`config.mk`:
```
export PLATFORM = sky130hd
export DESIGN_NAME = seg_xlate
export DESIGN_NICKNAME = d
export VERILOG_FILES = /design/src/rtl/seg_xlate_pkg.sv /design/src/rtl/seg_desc_table.sv /design/src/rtl/seg_range_match.sv /design/src/rtl/seg_prio_pick.sv /design/src/rtl/seg_xlate.sv
export SDC_FILE = /design/constraint.sdc
export NUM_CORES = 2
export LEC_CHECK = 0
export BUFFER_PORTS_ARGS = -buffer_cell sky130_fd_sc_hd__buf_4
export CORE_ASPECT_RATIO = 2
export CORE_MARGIN = 8
export CORE_UTILIZATION = 35
export CTS_BUF_LIST = sky130_fd_sc_hd__clkbuf_16
export CTS_CLUSTER_DIAMETER = 150
export CTS_CLUSTER_SIZE = 16
export DETAILED_ROUTE_END_ITERATION = 16
export PLACE_DENSITY = 0.52
export SLEW_MARGIN = 15
export SYNTH_ARGS = -nofsm -noshare
export SYNTH_HDL_FRONTEND = slang
export SYNTH_SLANG_ARGS = --single-unit
export TNS_END_PERCENT = 50
```
`constraint.sdc`:
```
create_clock -name clk -period 5.74 [get_ports clk]
set_input_delay 0.287 -clock clk [delete_from_list [all_inputs] [get_ports clk]]
set_output_delay 0.287 -clock clk [all_outputs]
set_load 0.005 [all_outputs]
```
`src/rtl/seg_xlate_pkg.sv`:
```
package seg_xlate_pkg;
    parameter int ADDR_W = 32;
    parameter int N_SEG  = 8;
    localparam int IDX_W = $clog2(N_SEG);

    typedef struct packed {
        logic              en;
        logic [ADDR_W-1:0] vbase;
        logic [ADDR_W-1:0] pbase;
        logic [ADDR_W-1:0] len;
    } seg_desc_t;

    typedef enum logic [1:0] {
        SEL_VBASE = 2'd0,
        SEL_PBASE = 2'd1,
        SEL_LEN   = 2'd2,
        SEL_EN    = 2'd3
    } cfg_sel_e;

    typedef enum logic {
        ST_IDLE = 1'b0,
        ST_RESP = 1'b1
    } xl_state_e;
endpackage

```
`src/rtl/seg_desc_table.sv`:
```
module seg_desc_table
    import seg_xlate_pkg::*;
(
    input  logic                clk,
    input  logic                rst_n,
    input  logic                wr_en,
    input  logic [IDX_W-1:0]    wr_idx,
    input  logic [1:0]          wr_sel,
    input  logic [ADDR_W-1:0]   wr_data,
    output seg_desc_t           desc [N_SEG]
);
    for (genvar g = 0; g < N_SEG; g++) begin : g_entry
        always_ff @(posedge clk) begin
            if (!rst_n) begin
                desc[g] <= '0;
            end else if (wr_en && wr_idx == IDX_W'(g)) begin
                unique case (cfg_sel_e'(wr_sel))
                    SEL_VBASE: desc[g].vbase <= wr_data;
                    SEL_PBASE: desc[g].pbase <= wr_data;
                    SEL_LEN:   desc[g].len   <= wr_data;
                    SEL_EN:    desc[g].en    <= wr_data[0];
                endcase
            end
        end
    end
endmodule

```
`src/rtl/seg_range_match.sv`:
```
module seg_range_match
    import seg_xlate_pkg::*;
(
    input  seg_desc_t           desc [N_SEG],
    input  logic [ADDR_W-1:0]   vaddr,
    output logic [N_SEG-1:0]    hit,
    output logic [ADDR_W-1:0]   paddr [N_SEG]
);
    for (genvar g = 0; g < N_SEG; g++) begin : g_cmp
        logic [ADDR_W:0]   diff;
        logic              borrow;
        logic [ADDR_W-1:0] offset;
        always_comb begin
            diff     = {1'b0, vaddr} - {1'b0, desc[g].vbase};
            borrow   = diff[ADDR_W];
            offset   = diff[ADDR_W-1:0];
            hit[g]   = desc[g].en && !borrow && (offset < desc[g].len);
            paddr[g] = desc[g].pbase + offset;
        end
    end
endmodule

```
`src/rtl/seg_prio_pick.sv`:
```
module seg_prio_pick
    import seg_xlate_pkg::*;
(
    input  logic [N_SEG-1:0]    hit,
    input  logic [ADDR_W-1:0]   paddr [N_SEG],
    output logic                any_hit,
    output logic [ADDR_W-1:0]   sel_paddr
);
    always_comb begin
        any_hit   = 1'b0;
        sel_paddr = '0;
        for (int i = N_SEG - 1; i >= 0; i--) begin
            if (hit[i]) begin
                any_hit   = 1'b1;
                sel_paddr = paddr[i];
            end
        end
    end
endmodule

```
`src/rtl/seg_xlate.sv`:
```
module seg_xlate
    import seg_xlate_pkg::*;
(
    input  logic                clk,
    input  logic                rst_n,
    input  logic                cfg_we,
    input  logic [IDX_W-1:0]    cfg_idx,
    input  logic [1:0]          cfg_sel,
    input  logic [ADDR_W-1:0]   cfg_wdata,
    input  logic                req_valid,
    input  logic [ADDR_W-1:0]   req_vaddr,
    output logic                rsp_valid,
    output logic                rsp_fault,
    output logic [ADDR_W-1:0]   rsp_paddr,
    output logic [ADDR_W-1:0]   rsp_fault_addr
);
    seg_desc_t         desc [N_SEG];
    logic [N_SEG-1:0]  hit;
    logic [ADDR_W-1:0] cand_pa [N_SEG];
    logic              any_hit;
    logic [ADDR_W-1:0] pick_pa;
    xl_state_e         state_q, state_d;

    seg_desc_table u_table (
        .clk     (clk),
        .rst_n   (rst_n),
        .wr_en   (cfg_we),
        .wr_idx  (cfg_idx),
        .wr_sel  (cfg_sel),
        .wr_data (cfg_wdata),
        .desc    (desc)
    );

    seg_range_match u_match (
        .desc  (desc),
        .vaddr (req_vaddr),
        .hit   (hit),
        .paddr (cand_pa)
    );

    seg_prio_pick u_pick (
        .hit       (hit),
        .paddr     (cand_pa),
        .any_hit   (any_hit),
        .sel_paddr (pick_pa)
    );

    always_comb begin
        state_d = state_q;
        unique case (state_q)
            ST_IDLE: if (req_valid) state_d = ST_RESP;
            ST_RESP: state_d = req_valid ? ST_RESP : ST_IDLE;
        endcase
    end

    always_ff @(posedge clk) begin
        if (!rst_n) state_q <= ST_IDLE;
        else        state_q <= state_d;
    end

    always_ff @(posedge clk) begin
        if (!rst_n) begin
            rsp_fault      <= 1'b0;
            rsp_paddr      <= '0;
            rsp_fault_addr <= '0;
        end else if (req_valid) begin
            rsp_fault      <= !any_hit;
            rsp_paddr      <= any_hit ? pick_pa : '0;
            rsp_fault_addr <= any_hit ? '0 : req_vaddr;
        end else begin
            rsp_fault      <= 1'b0;
            rsp_paddr      <= '0;
            rsp_fault_addr <= '0;
        end
    end

    assign rsp_valid = (state_q == ST_RESP);
endmodule

```
== Word-level counts from Yosys, hierarchy flattened ==
Cells that the tools add are included.
Operators by class
  add/subtract/negate cells: 16
  reduce and logical (&&, ||, !) cells: 70
  mux-type cells: 17
  order comparisons: 8
  bitwise operators: 2
  equal/unequal tests: 10
Operator list (number)
  $sub A32 B32 Y33: 8
  $add A32 B32 Y32: 8
  $lt A32 B32 Y1: 8
  $mux W32: 8
  $reduce_and A2 Y1: 33
  $logic_and A1 B1 Y1: 24
  $eq A3 B3 Y1 const B: 4
  $logic_not A1 Y1: 9
  $mux W1: 9
  $eq A3 B2 Y1 const B: 2
  $eq A2 B2 Y1 const B: 2
  $eq A3 B1 Y1 const B: 1
  $logic_not A3 Y1: 1
  $reduce_and A3 Y1: 1
  $reduce_or A3 Y1: 1
  $eq A2 B1 Y1 const B: 1
  $logic_not A2 Y1: 1
  $not A1 Y1: 2
Word-level totals
  output and inout port bits: 66
  logic and storage cells: 159
  register bits: 842
  bits of input ports: 73

== Depth between registers and ports, before layout ==
  word-level depth: 13
  depth in mapped cells: 30
  mapped depth without buffers: 29

== By module ==
From an unflattened synthesis, not the netlist that was laid out.
Unflattened totals
  cells, all modules: 7465
  area, all modules: 62673.9 µm²
By module, submodules not included
  seg_range_match: cells an instance 4396, times used 1, area an instance 31017.2 µm²
  seg_desc_table: cells an instance 2636, times used 1, area an instance 27562.7 µm²
  seg_xlate: cells an instance 153, times used 1, area an instance 2100.8 µm²
  seg_prio_pick: cells an instance 280, times used 1, area an instance 1993.2 µm²

== Worst setup path after synthesis ==
OpenSTA, ideal clock, no wires.
  path type: input port to flip-flop
  from: in req_vaddr[0]
  to: reg rsp_paddr[28]
  library setup time: 0.117 ns
  stages on the path: 28
  slack: -0.306 ns
  buffers on the path: 2
  arrival: 5.929 ns
  data required time: 5.623 ns
  cells stage by stage: inv_1 ha_1 fa_1 nor2b_1 o21ai_0 a21oi_1 o2111ai_1 a211oi_1 o21ai_2 a31oi_1 o21a_1 o21a_1 o21ai_0 or4b_2 o311ai_0 ha_1 nand3_1 or4_1 o21ai_0 a211o_1 or2_2 buf_1 nand2_1 or4_4 o21ai_2 buf_6 nor2_2 a32o_1
Between the ends
  longest elaborated chain between the ends: 13
  elaborated cells between the ends (all ways): 65
  those cells by class: add/sub: 16; order compare: 8; mux: 16; reduce/logical: 25
Ends and longest elaborated chain
  start, declared: RTL line seg_xlate.sv:11  | input logic [ADDR_W-1:0] req_vaddr,
  branches (longest 13 deep; another with $sub A32 B32 Y33)
  end signal, assigned: RTL line seg_xlate.sv:68  | rsp_paddr <= any_hit ? pick_pa : '0;
  end, declared: RTL line seg_xlate.sv:14  | output logic [ADDR_W-1:0] rsp_paddr,
Several ways; the timed one is not identified.
A chain may end at the register's enable or synchronous reset.

== Worst setup path after layout ==
  from: reg u_table.desc[456] (netlist name)
  to: reg rsp_paddr[31]
Between the ends
  longest elaborated chain between the ends: 9
  elaborated cells between the ends (all ways): 15
  those cells by class: add/sub: 2; order compare: 1; mux: 8; reduce/logical: 4
Ends and longest elaborated chain
  $sub A32 B32 Y33 (*): RTL line seg_range_match.sv:14  | diff = {1'b0, vaddr} - {1'b0, desc[g].vbase};
  branches (longest 8 deep; another with $lt A32 B32 Y1)
Every way passes the cells marked *.

==> key figures <==
CTS
  – Worst-Skew Late Latency: 0.75 ns
  – Deepest clock path buffer count: 3
  – CTS root buf: clkbuf_16
  – TritonCTS Buffers: 58
  – CTS H-tree depth: 2
  – TritonCTS clock tree: done
  – Clock Pin Slew Worst Setup and Hold Paths: 0.08 ns
  – Num Clock Sinks: 842

Yosys
  – Synthesis Warnings: 0
  – Synthesized area: 63,300 um2
  – Synth area leader: dfxtp_1
  – Post-synthesis sequential area ratio: 26.6%
  – Synth Area per Inst: 7.62 um2
  – Most area-consuming cells after synthesis: dfxtp_1, ha_1, nand2_1, a21boi_0, xnor2_1
  – Synth Instances: 8,308
  – Post-synth top cells: nand2_1, dfxtp_1, a21boi_0
  – Net count after synthesis: 9,149
  – Top cell type's share of synthesized area: 26.6%
  – Synth Register Bits: 842
  – Primary FF master, synth: dfxtp_1
  – Post-synth cell types: 89
  – Synth async-reset ratio: 0%
  – Count leader, synth: nand2_1
  – Post-synth EDFFs: 0

Power
  – Clock group share of total power: 28.1%
  – Net Sw Power: 5060 uW
  – Internal power: 9820 uW
  – Comb power frac: 32.1%
  – Worst IR Drop VDD: 0.000260 V
  – Total power: 14,900 uW
  – Sw Ratio: 34.0%
  – Seq pwr share: 39.7%
  – P per Cell Area: 183 nW/um2
  – Leak: 0.0329 uW

STA
  – Fin crit share: 105%
  – Slew @ Worst Pin: 1.18 ns
  – Fmax: 0.167 GHz
  – WHS: 0.0569 ns
  – Period minus WS final: 6.01 ns
  – Relative slew slack: 21.0%
  – Final slew viol count: 0
  – Finish-stage setup viols: 62
  – PnR worst setup slack: -0.266 ns
  – RSZ-0062 raised after global routing: yes
  – Sum of negative setup slack: -10.54 ns
  – Layout Skew: 0.0339 ns
  – Final hold vios: 0

GRT
  – Overall routing resource usage: 27.5%
  – Initial antenna violation count: 8
  – Grt ovf: 0
  – Largest net degree at the start of global routing: 209
  – First-pass GRT wire length: 403,000 um
  – Vias in the first global route: 63,400

Status
  – Status: finished with violations
  – Failing checks: setup timing

Worst setup path
  – Crit path DAT: 6.61 ns
  – Worst Path Required: 6.34 ns
  – CP Capture Type: register
  – Crit path largest cell delay: 0.61 ns
  – Reg2Reg Setup Slack: -0.27 ns
  – Crit path kind: register to register
  – Crit Path Max Fanout: 4
  – CP most frequent cell: o211ai_1
  – Worst-path cell with the longest stage delay: or4_4
  – Startpoint Class: register

Die
  – Full die area: 196,000 um2
  – Number of cell rows: 221
  – Die Span X: 317 um
  – IO Count: 139
  – Initial Util: 35.1%
  – Die Y: 617 um
  – Core Area: 181,000 um2

Drt
  – Final wirelength: 279,000 um
  – WL per Instance: 23.2 um
  – Initial DRC Count: 3,664
  – Drt drc: 0
  – Via Count: 63,600
  – Via density per instance: 5.29
  – Drt pass-1 iters: 6
  – Detail Route Antenna Nets: 0

Finish
  – Share of layout cells above drive strength 1: 21.5%
  – Fin nets: 10,500
  – Layout area overhead: 28.6%
  – Count of non-filler cells in the finished layout: 12,000

Run
  – Max-cap violation count: 0

Placement
  – Setup slack at placement: -1.25 ns
  – DP Wirelength: 216,000 um
  – Cells after DPL: 11,900
  – Placer Congestion: 0.986
  – PortBufs: 138

Worst hold path
  – Hold Path Class: input pin to register
## power groups by stage
stage | Clock [uW] | Sequential, uW | Combinational [uW]
after floorplan | 0 | 6040 | 2230
after global placement | 0 | 6050 | 4520
after detailed placement | 0 | 6050 | 4520
after CTS | 4320 | 5910 | 4680
after global routing | 4440 | 5920 | 5120
final | 4190 | 5910 | 4780
## state kept, by name, summed over array words and instances (netlist names)
register / count
rsp_fault_addr: 32
u_table.desc: 776
rsp_valid: 1
rsp_fault: 1
rsp_paddr: 32
## layer usage
| metal | GRT usage (%) | vias up | part of all wire, % |
|---|---|---|---|
| met5 | 0 | - | 0.0047 |
| met4 | 17.7 | 2 | 8.0 |
| met3 | 2.69 | 613 | 4.1 |
| met2 | 50.2 | 1591 | 50 |
| met1 | 30.0 | 30000 | 38 |
| li1 | - | 31400 | - |
## worst paths after layout
check / from / end / cells after the start
max: u_table.desc[456] / rsp_paddr[31] / 31
min: cfg_wdata[2] / u_table.desc[745] / 3
max reg2reg: u_table.desc[456] / rsp_paddr[31] / 31
min reg2reg: u_table.desc[80] / u_table.desc[80] / 2
## worst max-delay path, delay by kind of cell (launching register included)
family,cells,cell delay [ns]
AO/OA/AOI/OAI,14,2.57
AND/OR/NAND/NOR,7,1.37
buffers and inverters,7,0.94
adder cells (fa/ha/maj),2,0.54
flip-flops,1,0.34
XOR/XNOR,1,0.08
## cell usage in the layout (no fill, tap or decap), types with 29 or more instances in the layout
| cell type | instances |
|---|---|
| a21oi_2 | 45 |
| a21o_1 | 284 |
| o21ai_1 | 36 |
| a21boi_0 | 795 |
| nand4_1 | 79 |
| o211ai_1 | 43 |
| nand3_1 | 88 |
| nor3_1 | 75 |
| o21ai_0 | 261 |
| buf_6 | 29 |
| o21bai_1 | 74 |
| a31oi_1 | 48 |
| a211oi_1 | 45 |
| nor2_1 | 288 |
| a21oi_1 | 444 |
| xnor2_1 | 282 |
| and2_1 | 50 |
| nand2_1 | 1759 |
| xor2_1 | 135 |
| inv_1 | 639 |
| buf_4 | 1587 |
| nand2b_1 | 64 |
| dfxtp_1 | 828 |
| clkbuf_16 | 61 |
| ha_1 | 735 |
| and3_1 | 47 |
| o21a_1 | 91 |
| nor2b_1 | 72 |
## through the flow
step / utilization [%] / area, um2
floorplan: - / 63300
global placement: 42.7 / 77100
detailed placement: 42.7 / 77100
CTS: 44.6 / 80500
global route: 45.1 / 81400
finish: 45.1 / 81400
## repair_timing
action,in CTS,in global routing
gates resized for setup,301,124
gates cloned,0,2
hold endpoints to repair,107,0
setup endpoints to repair,65,65
pin swaps,153,132
hold buffers,25,0
buffers inserted,54,26
## cell families after synthesis
group / share of synthesized area (%)
simple gates: 18.5
compound gates: 27.4
buf+inv: 6.03
flops: 26.6
fa+ha+maj: 15.4
xor+xnor: 6.07
mux: 0.0158
## cell type report
type | count | area [um2]
Multi-Input combinational cell | 6456 | 44500
Antenna cell | 3 | 7.51
Timing Repair Buffer | 1675 | 13200
Tap cell | 2341 | 2930
Sequential cell | 842 | 16900
Clock buffer | 59 | 1480
Fill cell | 18300 | 99200
Inverter | 647 | 2430
Clock inverter | 2 | 17.5
Note: power is estimated with default switching activity, not from simulation.
